===== src/rtl/irq_agg_pkg.sv =====
package irq_agg_pkg;
  typedef enum logic {
    OP_RAISE = 1'b0,
    OP_ACK   = 1'b1
  } host_op_e;
endpackage


===== src/rtl/irq_agg_update.sv =====
module irq_agg_update #(
  parameter int WIDTH = 32
) (
  input  logic [WIDTH-1:0] cur,
  input  logic [WIDTH-1:0] set_hw,
  input  logic [WIDTH-1:0] set_sw,
  input  logic [WIDTH-1:0] clr_sw,
  output logic [WIDTH-1:0] nxt
);
  // Per-bit rule: a set of either kind beats an acknowledge on the same bit.
  for (genvar i = 0; i < WIDTH; i++) begin : g_bit
    always_comb begin
      if (set_hw[i] || set_sw[i]) nxt[i] = 1'b1;
      else if (clr_sw[i])         nxt[i] = 1'b0;
      else                        nxt[i] = cur[i];
    end
  end
endmodule


===== src/rtl/irq_agg_reduce.sv =====
module irq_agg_reduce #(
  parameter int WIDTH = 32
) (
  input  logic [WIDTH-1:0] vec,
  output logic             any
);
  localparam int HALF = WIDTH / 2;
  if (WIDTH == 1) begin : g_leaf
    assign any = vec[0];
  end else begin : g_split
    logic lo_any, hi_any;
    irq_agg_reduce #(.WIDTH(HALF)) u_lo (
      .vec(vec[HALF-1:0]), .any(lo_any)
    );
    irq_agg_reduce #(.WIDTH(WIDTH-HALF)) u_hi (
      .vec(vec[WIDTH-1:HALF]), .any(hi_any)
    );
    assign any = lo_any | hi_any;
  end
endmodule


===== src/rtl/irq_agg.sv =====
module irq_agg
  import irq_agg_pkg::*;
#(
  parameter int WIDTH       = 32,
  parameter int COMPUTE_BIT = 0,
  parameter int XFER_BIT    = 8
) (
  input  logic             clk,
  input  logic             rst_n,
  input  logic [WIDTH-1:0] hw_set,
  input  logic             compute_done,
  input  logic             xfer_done,
  input  logic             host_wr,
  input  logic             host_sel,
  input  logic [WIDTH-1:0] host_wdata,
  output logic [WIDTH-1:0] status,
  output logic             irq
);
  localparam logic [WIDTH-1:0] ZERO = '0;

  host_op_e         op;
  logic [WIDTH-1:0] hw_all;
  logic [WIDTH-1:0] sw_raise;
  logic [WIDTH-1:0] sw_ack;
  logic [WIDTH-1:0] status_q;
  logic [WIDTH-1:0] status_d;

  assign op = host_op_e'(host_sel);

  // Merge the fixed-position sources into the generic set vector.
  for (genvar i = 0; i < WIDTH; i++) begin : g_hw
    if (i == COMPUTE_BIT && i == XFER_BIT) begin : g_both
      assign hw_all[i] = hw_set[i] | compute_done | xfer_done;
    end else if (i == COMPUTE_BIT) begin : g_comp
      assign hw_all[i] = hw_set[i] | compute_done;
    end else if (i == XFER_BIT) begin : g_xfer
      assign hw_all[i] = hw_set[i] | xfer_done;
    end else begin : g_plain
      assign hw_all[i] = hw_set[i];
    end
  end

  always_comb begin
    sw_raise = ZERO;
    sw_ack   = ZERO;
    if (host_wr) begin
      if (op == OP_RAISE) sw_raise = host_wdata;
      else                sw_ack   = host_wdata;
    end
  end

  irq_agg_update #(.WIDTH(WIDTH)) u_update (
    .cur    (status_q),
    .set_hw (hw_all),
    .set_sw (sw_raise),
    .clr_sw (sw_ack),
    .nxt    (status_d)
  );

  always_ff @(posedge clk) begin
    if (!rst_n) status_q <= ZERO;
    else        status_q <= status_d;
  end

  irq_agg_reduce #(.WIDTH(WIDTH)) u_reduce (
    .vec (status_q),
    .any (irq)
  );

  assign status = status_q;
endmodule


===== config.mk =====
export PLATFORM = sky130hd
export DESIGN_NAME = irq_agg
export DESIGN_NICKNAME = d
export VERILOG_FILES = /design/src/rtl/irq_agg_pkg.sv /design/src/rtl/irq_agg_update.sv /design/src/rtl/irq_agg_reduce.sv /design/src/rtl/irq_agg.sv
export SDC_FILE = /design/constraint.sdc
export NUM_CORES = 1
export LEC_CHECK = 0
export ABC_AREA = 1
export ABC_CLOCK_PERIOD_IN_PS = 900
export BUFFER_PORTS_ARGS = -buffer_cell sky130_fd_sc_hd__buf_2
export CORE_MARGIN = 2
export CORE_UTILIZATION = 45
export DETAILED_ROUTE_END_ITERATION = 8
export GPL_TIMING_DRIVEN = 0
export PLACE_DENSITY_LB_ADDON = 0.05
export SYNTH_ARGS = -nofsm -noshare
export SYNTH_HDL_FRONTEND = slang
export SYNTH_SLANG_ARGS = --single-unit

===== constraint.sdc =====
create_clock -name clk -period 0.9 [get_ports clk]
set_clock_uncertainty 0.05 [all_clocks]
set_input_delay 0.09 -clock clk [delete_from_list [all_inputs] [get_ports clk]]
set_output_delay 0.09 -clock clk [all_outputs]
set_load 0.05 [all_outputs]

Yosys cells after proc, flatten, opt, wreduce, memory -nomap -nowiden
Cells that the tools add are included.
{ "totals": {"inputBits": 70, "mem_count": 0, "elab_cells": 197, "output_inout_bits": 33, "romBits": 0, "mem_bits_rw": 0, "ff_bits": 32, "latch_bits": 0} }
{ "classes": {"reduce_logical": 64, "order_cmp": 0, "n_mul": 0, "bitwise_logic": 33, "div": 0, "muxes": 68, "n_addsub": 0, "n_shift": 0, "n_eq_ne": 0} }
{ "op_table": {"columns": ["cell", "count"], "rows": [
  ["$mux W32", 4],
  ["$mux W1", 64],
  ["$reduce_bool A2 Y1", 32],
  ["$or A1 B1 Y1", 33],
  ["$logic_or A1 B1 Y1", 32]
]} }

Depth between registers and ports, before layout
Gate-level depths: netlist of run 1.
{ "logic_depth": {"word_depth": 5, "ltp_mapped": 7, "ltp_nobuf": 6} }

Cells and area by module
A second synthesis of run 1 with hierarchy kept.
{ "unflattened": {"hier_cells": 459, "area_unflattened_um2": 2387.3} }
{ "by_module_without_submodules": {"columns": ["module", "cells_per_inst", "area_each_um2", "n_inst", "seq_area_each_um2"], "rows": [
  ["irq_agg", 206, 1317.5, 1, 640.6],
  ["irq_agg_update", 128, 480.5, 1, 0.0],
  ["irq_agg_reduce (u_reduce ...)", 3, 11.3, 31, 0.0],
  ["irq_agg_reduce (u_reduce.g_split.u_hi.g_split.u_hi.g_split.u_hi.g_split.u_hi.g_split.u_hi ...)", 1, 7.5, 32, 0.0]
]} }

Worst setup path before layout of run 1
Ideal clock, no wire load.
{ "synth_path": {"path_type": "flip-flop to output port", "startpoint": "register status_q[17], in the netlist status[17]", "endpoint": "output port irq", "slack_ns": -0.153, "t_required_ns": 0.760, "path_buffers": 0, "stages_incl_launch_ff": 6, "arrival_time_ns": 0.913, "path_cell_list": "dfxtp_1 -> nor2_1 -> and2_1 -> nand2_1 -> nor2_1 -> nand2_1"} }
{ "synth_via": {"elab_chain_len": 5} }
{ "synth_rtl": {"columns": ["element", "line_no", "source"], "rows": [
  ["start: declaration", "irq_agg.sv:25", "logic [WIDTH-1:0] status_q;"],
  ["start signal: assignment", "irq_agg.sv:62", "else status_q <= status_d;"],
  ["$or A1 B1 Y1 (5 in series)", "irq_agg_reduce.sv:18", "assign any = lo_any | hi_any;"],
  ["end: declaration", "irq_agg.sv:17", "output logic irq"]
]} }
No other way between the ends.

Worst setup path in the final report of run 1
{ "layout_path": {"startpoint": "register status_q[31], in the netlist status[31]", "endpoint": "output port irq"} }
Same word-level chain as after synthesis.

==> impl_metrics.json, run 1 <==
{
  "die_w_um": 69.18,
  "viasPerCell": 4.685,
  "syn2layout_area_growth_pct": 70.48,
  "antenna_found_initial": 0,
  "hold_class": "input port to register",
  "synth_seq_cells": 32,
  "grt_use_total_pct": 23.18,
  "cp_common_cell": "nand2_1",
  "internal-power_uw": 2993,
  "placed_cell_area_um2": 2486,
  "pwr-share-seq_pct": 36.9,
  "clk_latency_ns": 0.28,
  "first_pass_iters": 4,
  "io_buffers": 101,
  "crit_start": "status[31]",
  "rr_endpoint": "status[19]",
  "synth_most_common_cell": "nand2_1",
  "cp-start-kind": "register",
  "reg2regPathDepth": 5,
  "finalWorstSetupSlack_ns": -0.5048,
  "synthTopCellsByArea": "dfxtp_1, buf_4, nand2_1",
  "largest_reg_flops": 32,
  "fp-row-count": 23,
  "clkTransAtPathRegs_ns": 0.06,
  "crit_buf_inv": 2,
  "finalSetupViolations": 34,
  "maxCapViolations": 0,
  "endpoint": "irq",
  "cp.required_ns": 0.76,
  "synthCells": 287,
  "fin_hold_ws_ns": 0.03845,
  "violations": "negative setup slack",
  "pwr-share-clk_pct": 25.2,
  "synth.largest_area_cell": "dfxtp_1",
  "cts_buffers": 5,
  "yosysTopAreaCellShare_pct": 33.51,
  "insertedDiodeCount": 0,
  "synth_fp_nets": 357,
  "drv_slew": 0,
  "seq_area_frac_synth_pct": 33.51,
  "ir_drop_mv": 0.8996,
  "p_sw_share_pct": 32.71,
  "slowest_delay_ns": 0.31,
  "max_slew_margin_pct": 66.71,
  "design_area_um2": 3259,
  "start_util_pct": 47.12,
  "vias": 2183,
  "place_congestion": 0.8093,
  "htreeDepth": 2,
  "ios": 103,
  "worstSetupPathType": "register to output port",
  "grt_start_max_net_pins": 11,
  "rsz0062_at_grt": "true",
  "tightestPinTransition_ns": 0.4993,
  "cp_cell_sequence": "inv_1 > nand2_1 > nor2_1 > nand2_1 > nor2_2 > nand2_2 > buf_8",
  "grt_overflow_total": 0,
  "cts.sinks": 32,
  "synthesis.area_um2": 1912,
  "synthArstFlopShare_pct": 0,
  "status": "complete, but fails checks",
  "nets": 485,
  "syn_avg_cell_area_um2": 6.661,
  "cts_tree": "built",
  "fp.coreArea_um2": 4058,
  "wl_per_cell_um": 12.53,
  "dieArea_um2": 4786,
  "grt_pass1_wl_um": 9094,
  "cts-root-buf": "clkbuf_8",
  "fin_crit_sh_pct": 156.1,
  "yosysWarnings": 0,
  "finalHoldViolations": 0,
  "power_density_nw_per_um2": 1365,
  "worstReg2RegStart": "status[19]",
  "path_depth": 7,
  "synth-main-ff-cell": "dfxtp_1",
  "place_hpwl_um": 3626,
  "synth_edf_count": 0,
  "fmax_mhz": 711.9,
  "p_leak_uw": 0.001745,
  "first_iter_violations": 93,
  "crit_family": "simple AND/OR/NAND/NOR gates",
  "r2r_slack_ns": -0.06,
  "fill_cells": 297,
  "ant_nets": 0,
  "ys_types": 18,
  "worstPathMaxFanout": 2,
  "drcViolationCount": 0,
  "fin_crit_ns": 1.405,
  "synth_common_cells": "nand2_1, inv_1, buf_4, dfxtp_1, o21ai_1",
  "grt_pass1_vias": 2123,
  "p_switching_uw": 1455,
  "pwr-share-comb_pct": 37.9,
  "wirelength_um": 5837,
  "ctsLongestPathBuffers": 2,
  "endpoint_kind": "output port",
  "drive_gt1_share_pct": 49.04,
  "die_h_um": 69.18,
  "slowest_stage": "dfxtp_1",
  "arrival_ns": 1.26,
  "place_worst_setup_slack_ns": -0.2598
}
## cell usage in the layout (no fill, tap or decap), types with 2 or more instances in the layout
cell / count
clkbuf_1: 5
buf_2: 71
dlygate4sd3_1: 16
nor2_1: 14
dfxtp_2: 31
o21bai_1: 12
inv_2: 5
o21ai_0: 14
a21oi_1: 10
buf_4: 7
o21ai_2: 3
inv_1: 48
o21ai_1: 31
buf_8: 29
nand2_1: 54
buf_6: 38
clkbuf_8: 6
nand3_1: 2
a21oi_2: 3
and2_1: 2
nand2_2: 10
## metrics by stage
stage          instances  utilization, %  TNS (ns)  total power (uW)
2_1_floorplan        287               -  -0.05968              2530
3_3_place_gp         438           61.27   -0.7056              2857
3_5_place_dp         438           61.27    -1.041              2872
4_1_cts              466           78.20    -4.178              4370
5_1_grt              466           80.33    -5.052              4678
6_report             466           80.33    -3.879              4449
## power groups by stage
stage	clock network (uW)	registers [uW]	logic, uW
after global routing	1220	1650	1810
after floorplan	0	1620	911
final	1120	1640	1690
after detailed placement	0	1640	1230
after global placement	0	1640	1220
after CTS	1140	1630	1600
## worst min-delay path by stage
stage	startpoint	to	slack, ns	cells past startpoint
floorplan	rst_n	status[12]	0.15	2
global route	rst_n	status[25]	0.04	3
global placement	hw_set[24]	status[24]	0.24	3
finish	rst_n	status[12]	0.04	3
CTS	hw_set[13]	status[13]	0.002	3
detailed placement	hw_set[24]	status[24]	0.24	3
## worst reg2reg max path: stages (launching register included)
cell	delay (ns)
dfxtp_2	0.32
buf_6	0.11
nand2_1	0.07
o21ai_1	0.07
o21ai_1	0.17
inv_1	0.06
## logic make-up after synthesis
kind of cell	count (synthesis)	synth area share, %
flops	32	33.51
compound gates	75	21.86
buf+inv	96	27.09
simple gates	84	17.54
## repair_timing
item,4_1_cts,5_1_grt
setup buffers,15,10
endpoints found under the hold margin,15,1
setup endpoints to repair,33,44
hold buffers,15,1
resized for setup,142,42
pin swaps,5,6
## metal layers
| layer | GRT usage [%] | routed length (um) | vias to the layer above |
|---|---|---|---|
| met5 | 0 | 0 | - |
| met4 | 5.882 | 68 | 0 |
| met3 | 5.523 | 316 | 9 |
| met1 | 26.88 | 2378 | 1001 |
| li1 | - | - | 1105 |
| met2 | 42.52 | 3074 | 68 |
## final cells by class
type / count / area [um2] / area share, %
plain buffers: 31 / 285.3 / 8.752
clock buffers: 8 / 90.09 / 2.764
repair buffers: 133 / 1157 / 35.51
multi-input cells: 159 / 785.8 / 24.11
flip-flops and latches: 32 / 679.4 / 20.84
well taps: 50 / 62.56 / 1.919
inverters: 53 / 198.9 / 6.104
No activity file was read; power rests on OpenSTA's default activity.
==> run 2, diff against run 1 <==
--- a/config.mk
+++ b/config.mk
@@ -9,10 +9,11 @@
 export ABC_CLOCK_PERIOD_IN_PS = 900
 export BUFFER_PORTS_ARGS = -buffer_cell sky130_fd_sc_hd__buf_2
 export CORE_MARGIN = 2
-export CORE_UTILIZATION = 45
+export CORE_UTILIZATION = 39
 export DETAILED_ROUTE_END_ITERATION = 8
 export GPL_TIMING_DRIVEN = 0
 export PLACE_DENSITY_LB_ADDON = 0.05
+export SETUP_SLACK_MARGIN = 0.2
 export SYNTH_ARGS = -nofsm -noshare
 export SYNTH_HDL_FRONTEND = slang
 export SYNTH_SLANG_ARGS = --single-unit
==> impl_metrics.json, run 2 (synthesized netlist as in run 1, its figures left out) <==
{
  "power_density_nw_per_um2": 1347,
  "dieArea_um2": 5478,
  "grt_start_max_net_pins": 11,
  "place_hpwl_um": 3861,
  "hold_class": "input port to register",
  "fmax_mhz": 702.0,
  "internal-power_uw": 3078,
  "violations": "negative hold slack, negative setup slack",
  "wl_per_cell_um": 11.85,
  "reg2regPathDepth": 6,
  "cts_tree": "built",
  "fin_crit_sh_pct": 158.3,
  "drv_slew": 0,
  "clk_latency_ns": 0.28,
  "fin_crit_ns": 1.424,
  "cp_cell_sequence": "inv_2 > nand2_2 > nor2_2 > nand2_1 > nor2_2 > nand2_2 > buf_8",
  "grt_use_total_pct": 20.30,
  "ios": 103,
  "start_util_pct": 40.48,
  "min_to": "status[14]",
  "p_switching_uw": 1546,
  "vias": 2136,
  "largest_reg_flops": 32,
  "fin_hold_ws_ns": -0.06890,
  "final_cells": 488,
  "nets": 490,
  "pwr-share-comb_pct": 39.3,
  "syn2layout_area_growth_pct": 79.52,
  "die_w_um": 74.02,
  "p_sw_share_pct": 33.43,
  "regArea_um2": 685.7,
  "viasPerCell": 4.377,
  "pwr-share-seq_pct": 35.6,
  "crit_buf_inv": 2,
  "worstHoldStart": "hw_set[14]",
  "drcViolationCount": 0,
  "place_congestion": 0.7640,
  "finalHoldViolations": 16,
  "grt_overflow_total": 0,
  "insertedDiodeCount": 0,
  "worstPathMaxFanout": 2,
  "arrival_ns": 1.28,
  "die_h_um": 74.02,
  "cp-start-kind": "register",
  "slowest_stage": "dfxtp_2",
  "cts-root-buf": "clkbuf_8",
  "tightestPinTransition_ns": 0.4800,
  "io_buffers": 101,
  "finalWorstSetupSlack_ns": -0.5244,
  "slowest_delay_ns": 0.33,
  "worstReg2RegStart": "status[13]",
  "clkTransAtPathRegs_ns": 0.08,
  "crit_family": "simple AND/OR/NAND/NOR gates",
  "first_iter_violations": 70,
  "layout_commonest_cell": "buf_2",
  "grt_pass1_vias": 1967,
  "ctsLongestPathBuffers": 2,
  "htreeDepth": 2,
  "finalSetupViolations": 36,
  "fp.coreArea_um2": 4723,
  "multiInputGateArea_um2": 839.6,
  "pwr-share-clk_pct": 25.0,
  "worstSetupPathType": "register to output port",
  "place_worst_setup_slack_ns": -0.2644,
  "ir_drop_mv": 0.7934,
  "dpl.cell_count": 455,
  "final_cell_mix": "buf_2, nand2_1, buf_6",
  "rsz0062_at_grt": "true",
  "holdPathStages": 3,
  "max_slew_margin_pct": 68.00,
  "cts_buffers": 5,
  "status": "complete, but fails checks",
  "r2r_slack_ns": -0.06,
  "endpoint_kind": "output port",
  "antenna_found_initial": 0,
  "first_pass_iters": 4,
  "grt_pass1_wl_um": 8493,
  "ant_nets": 0,
  "rr_endpoint": "status[13]",
  "fp-row-count": 25,
  "wirelength_um": 5781,
  "cts.sinks": 32,
  "maxCapViolations": 0,
  "fill_cells": 388,
  "p_leak_uw": 0.001825,
  "drive_gt1_share_pct": 58.43,
  "cp.required_ns": 0.76
}
## run 2: changes by cell type in the layout (fill, tap and decap cells not counted), sizes merged
cell,previous run,this run
clkinv,0,2
buf,145,166
dlygate4sd3,16,0
clkbuf,11,9
## run 2: cell type report
cell class | count | area share, %
flip-flops and latches | 32 | 19.98
well taps | 67 | 2.443
clock buffers | 6 | 2.406
clock inverters | 2 | 0.2917
multi-input cells | 159 | 24.46
repair buffers | 126 | 31.79
plain buffers | 43 | 12.83
inverters | 53 | 5.797
## run 2: layer usage
layer	global-route usage [%]	routed length [um]	up-vias
met5	0	0	-
met4	7.273	93	0
met3	4.743	334	10
met2	35.81	3001	61
met1	24.06	2352	950
li1	-	-	1115
## run 2: stage by stage
stage	util, %	area (um2)	power [uW]	TNS [ns]	hold WS (ns)
3_5_place_dp	54.04	2552	2915	-0.3470	0.2332
3_3_place_gp	54.04	2552	2898	-0.2703	0.2307
2_1_floorplan	-	1963	2562	-0.05968	0.1412
5_1_grt	72.66	3432	4864	-7.131	-0.05455
4_1_cts	66.33	3133	4425	-5.390	-0.05933
6_report	72.66	3432	4625	-6.146	-0.06890
## run 2: repair_timing
action / in CTS / in global routing
pin swaps: 21 / 24
endpoints found under the setup margin: 65 / 65
endpoints found under the hold margin: 16 / 16
setup buffers: 12 / 13
gates resized for setup: 144 / 58
## run 2: how the worst max path moves through the flow
stage / depth (start not counted) / to / startpoint
after floorplan: 6 / irq / status[15]
after global placement: 7 / irq / status[15]
after detailed placement: 7 / irq / status[15]
after CTS: 7 / irq / status[31]
after global routing: 7 / irq / status[22]
final: 7 / irq / status[22]
## run 2: worst min-delay path, stage by stage
cell and delay [ns]:
buf_2 0.08, o21ai_1 0.05, inv_1 0.04
## run 2: power by group through the flow
stage                     Sequential (uW)  Clock, uW  Combinational (uW)
after floorplan                      1620          0                 940
after global placement               1640          0                1260
after detailed placement             1640          0                1270
after CTS                            1640       1180                1610
after global routing                 1660       1250                1950
final                                1650       1160                1820
==> run 3, diff against run 2 <==
--- a/config.mk
+++ b/config.mk
@@ -6,7 +6,7 @@
 export NUM_CORES = 1
 export LEC_CHECK = 0
 export ABC_AREA = 1
-export ABC_CLOCK_PERIOD_IN_PS = 900
+export ABC_CLOCK_PERIOD_IN_PS = 1700
 export BUFFER_PORTS_ARGS = -buffer_cell sky130_fd_sc_hd__buf_2
 export CORE_MARGIN = 2
 export CORE_UTILIZATION = 39
==> constraint.sdc (replaced) <==
create_clock -name clk -period 1.7 [get_ports clk]
set_clock_uncertainty 0.05 [all_clocks]
set_input_delay 0.17 -clock clk [delete_from_list [all_inputs] [get_ports clk]]
set_output_delay 0.17 -clock clk [all_outputs]
set_load 0.05 [all_outputs]
==> impl_metrics.json, run 3 (synthesized netlist as in run 1, its figures left out) <==
{
  "status": "finished clean",
  "ir_drop_mv": 0.3868,
  "fill_cells": 504,
  "clk_latency_ns": 0.28,
  "vias": 1980,
  "place_hpwl_um": 3779,
  "ios": 103,
  "syn2layout_area_growth_pct": 36.71,
  "worstReg2RegStart": "status[27]",
  "io_buffers": 101,
  "endpoint_kind": "output port",
  "drv_slew": 0,
  "ant_nets": 0,
  "wl_met1_um": 2275,
  "cts-root-buf": "clkbuf_8",
  "fmax_mhz": 682.9,
  "slowest_stage": "dfxtp_2",
  "cp_common_cell": "nand2_1",
  "layout_commonest_cell": "buf_2",
  "slowest_delay_ns": 0.33,
  "multiInputGateArea_um2": 760.7,
  "htreeDepth": 2,
  "viasPerCell": 4.276,
  "fin_crit_sh_pct": 86.14,
  "postCtsSetupBuffers": 0,
  "rsz0062_at_grt": "true",
  "cts.sinks": 32,
  "drcViolationCount": 0,
  "cp.required_ns": 1.48,
  "grt_use_total_pct": 19.24,
  "max_slew_margin_pct": 69.72,
  "first_iter_violations": 105,
  "ctsLongestPathBuffers": 2,
  "maxCapViolations": 0,
  "die_h_um": 74.02,
  "dr.max_layer_used": "met4",
  "cts_buffers": 5,
  "regArea_um2": 649.4,
  "grt_pass1_vias": 1700,
  "cts_tree": "built",
  "fin_tns_setup_ns": 0,
  "grt_pass1_wl_um": 7866,
  "largest_reg_flops": 32,
  "dpl.cell_count": 455,
  "fp-row-count": 25,
  "worstSetupPathType": "register to output port",
  "wirelength_um": 5022,
  "cp_cell_sequence": "inv_2 > nand2_1 > nor2_1 > nand2_1 > nor2_2 > nand2_1 > buf_6",
  "wl_met3_um": 366,
  "worstHoldStart": "hw_set[5]",
  "hold_buffers": 0,
  "clkTransAtPathRegs_ns": 0.07,
  "crit_start": "status[29]",
  "nets": 465,
  "p_leak_uw": 0.001526,
  "grt_overflow_total": 0,
  "die_w_um": 74.02,
  "cp-start-kind": "register",
  "arrival_ns": 1.24,
  "final_cells": 463,
  "dieArea_um2": 5478,
  "first_pass_iters": 5,
  "fp.coreArea_um2": 4723,
  "grt_start_max_net_pins": 11,
  "power_density_nw_per_um2": 810.1,
  "final_cell_mix": "buf_2, nand2_1, inv_1",
  "start_util_pct": 40.48,
  "place_congestion": 0.8103,
  "insertedDiodeCount": 0,
  "met2_length_um": 2315,
  "wl_per_cell_um": 10.85,
  "finalSetupViolations": 0,
  "antenna_found_initial": 0,
  "worstPathMaxFanout": 2,
  "fin_crit_ns": 1.464,
  "hold_class": "input port to register",
  "finalHoldViolations": 0,
  "drive_gt1_share_pct": 42.42,
  "tightestPinTransition_ns": 0.4542
}
[run 3: changes by cell type in the layout (fill, tap and decap cells not counted), moves of 4 or more]
cell and delta:
nand2_1 +4, inv_2 -6, buf_4 +24, a21oi_1 +9, o21ai_0 +20, buf_6 -48
buf_2 +32, dfxtp_1 +25, o21ai_1 -19, dfxtp_2 -23, inv_1 +6, a21oi_2 -9
buf_8 -32
[run 3: final cells by class]
| cell class | instances | area share (%) |
|---|---|---|
| well taps | 67 | 3.207 |
| plain buffers | 43 | 12.21 |
| inverters | 53 | 7.611 |
| multi-input cells | 159 | 29.10 |
| repair buffers | 101 | 19.58 |
| flip-flops and latches | 32 | 24.84 |
| clock buffers | 8 | 3.447 |
[run 3: metal layers]
| metal | vias to the layer above | track usage (%) |
|---|---|---|
| met5 | - | 0 |
| met4 | 0 | 6.061 |
| met3 | 6 | 5.556 |
| met2 | 60 | 30.95 |
| met1 | 846 | 25.02 |
| li1 | 1068 | - |
[run 3: what timing repair did]
item	4_1_cts	5_1_grt
endpoints found under the setup margin	1	1
gates resized for setup	3	14
endpoints found under the hold margin	0	0
pin swaps	1	11
[run 3: through the flow]
step                worst slack, ns  hold WS [ns]  util (%)  instance area [um2]  power [uW]
floorplan                    0.5672        0.2251         -                 1912        1337
global placement             0.4595        0.3193     52.95                 2501        1514
detailed placement           0.4552        0.3226     52.95                 2501        1520
CTS                          0.2092       0.02428     55.05                 2600        2130
global route                 0.1688       0.02424     55.34                 2614        2247
finish                       0.2356       0.02946     55.34                 2614        2117
[run 3: critical path, delay by kind of cell (launching register included)]
| kind | cells | cell delay (ns) |
|---|---|---|
| buffers and inverters | 2 | 0.20 |
| flip-flops | 1 | 0.33 |
| AND/OR/NAND/NOR | 5 | 0.43 |
[run 3: power by group]
part	internal (uW)	switching (uW)	leakage [uW]
logic	253	401	0.00121
registers	812	41.9	0.000270
clock network	330	279	0.0000455
total	1400	722	0.00153
[run 3: worst paths after layout]
path	to	slack [ns]	cells past startpoint
max	irq	0.24	7
min reg2reg	status[28]	0.53	4
min	status[5]	0.03	3
max reg2reg	status[27]	0.88	3
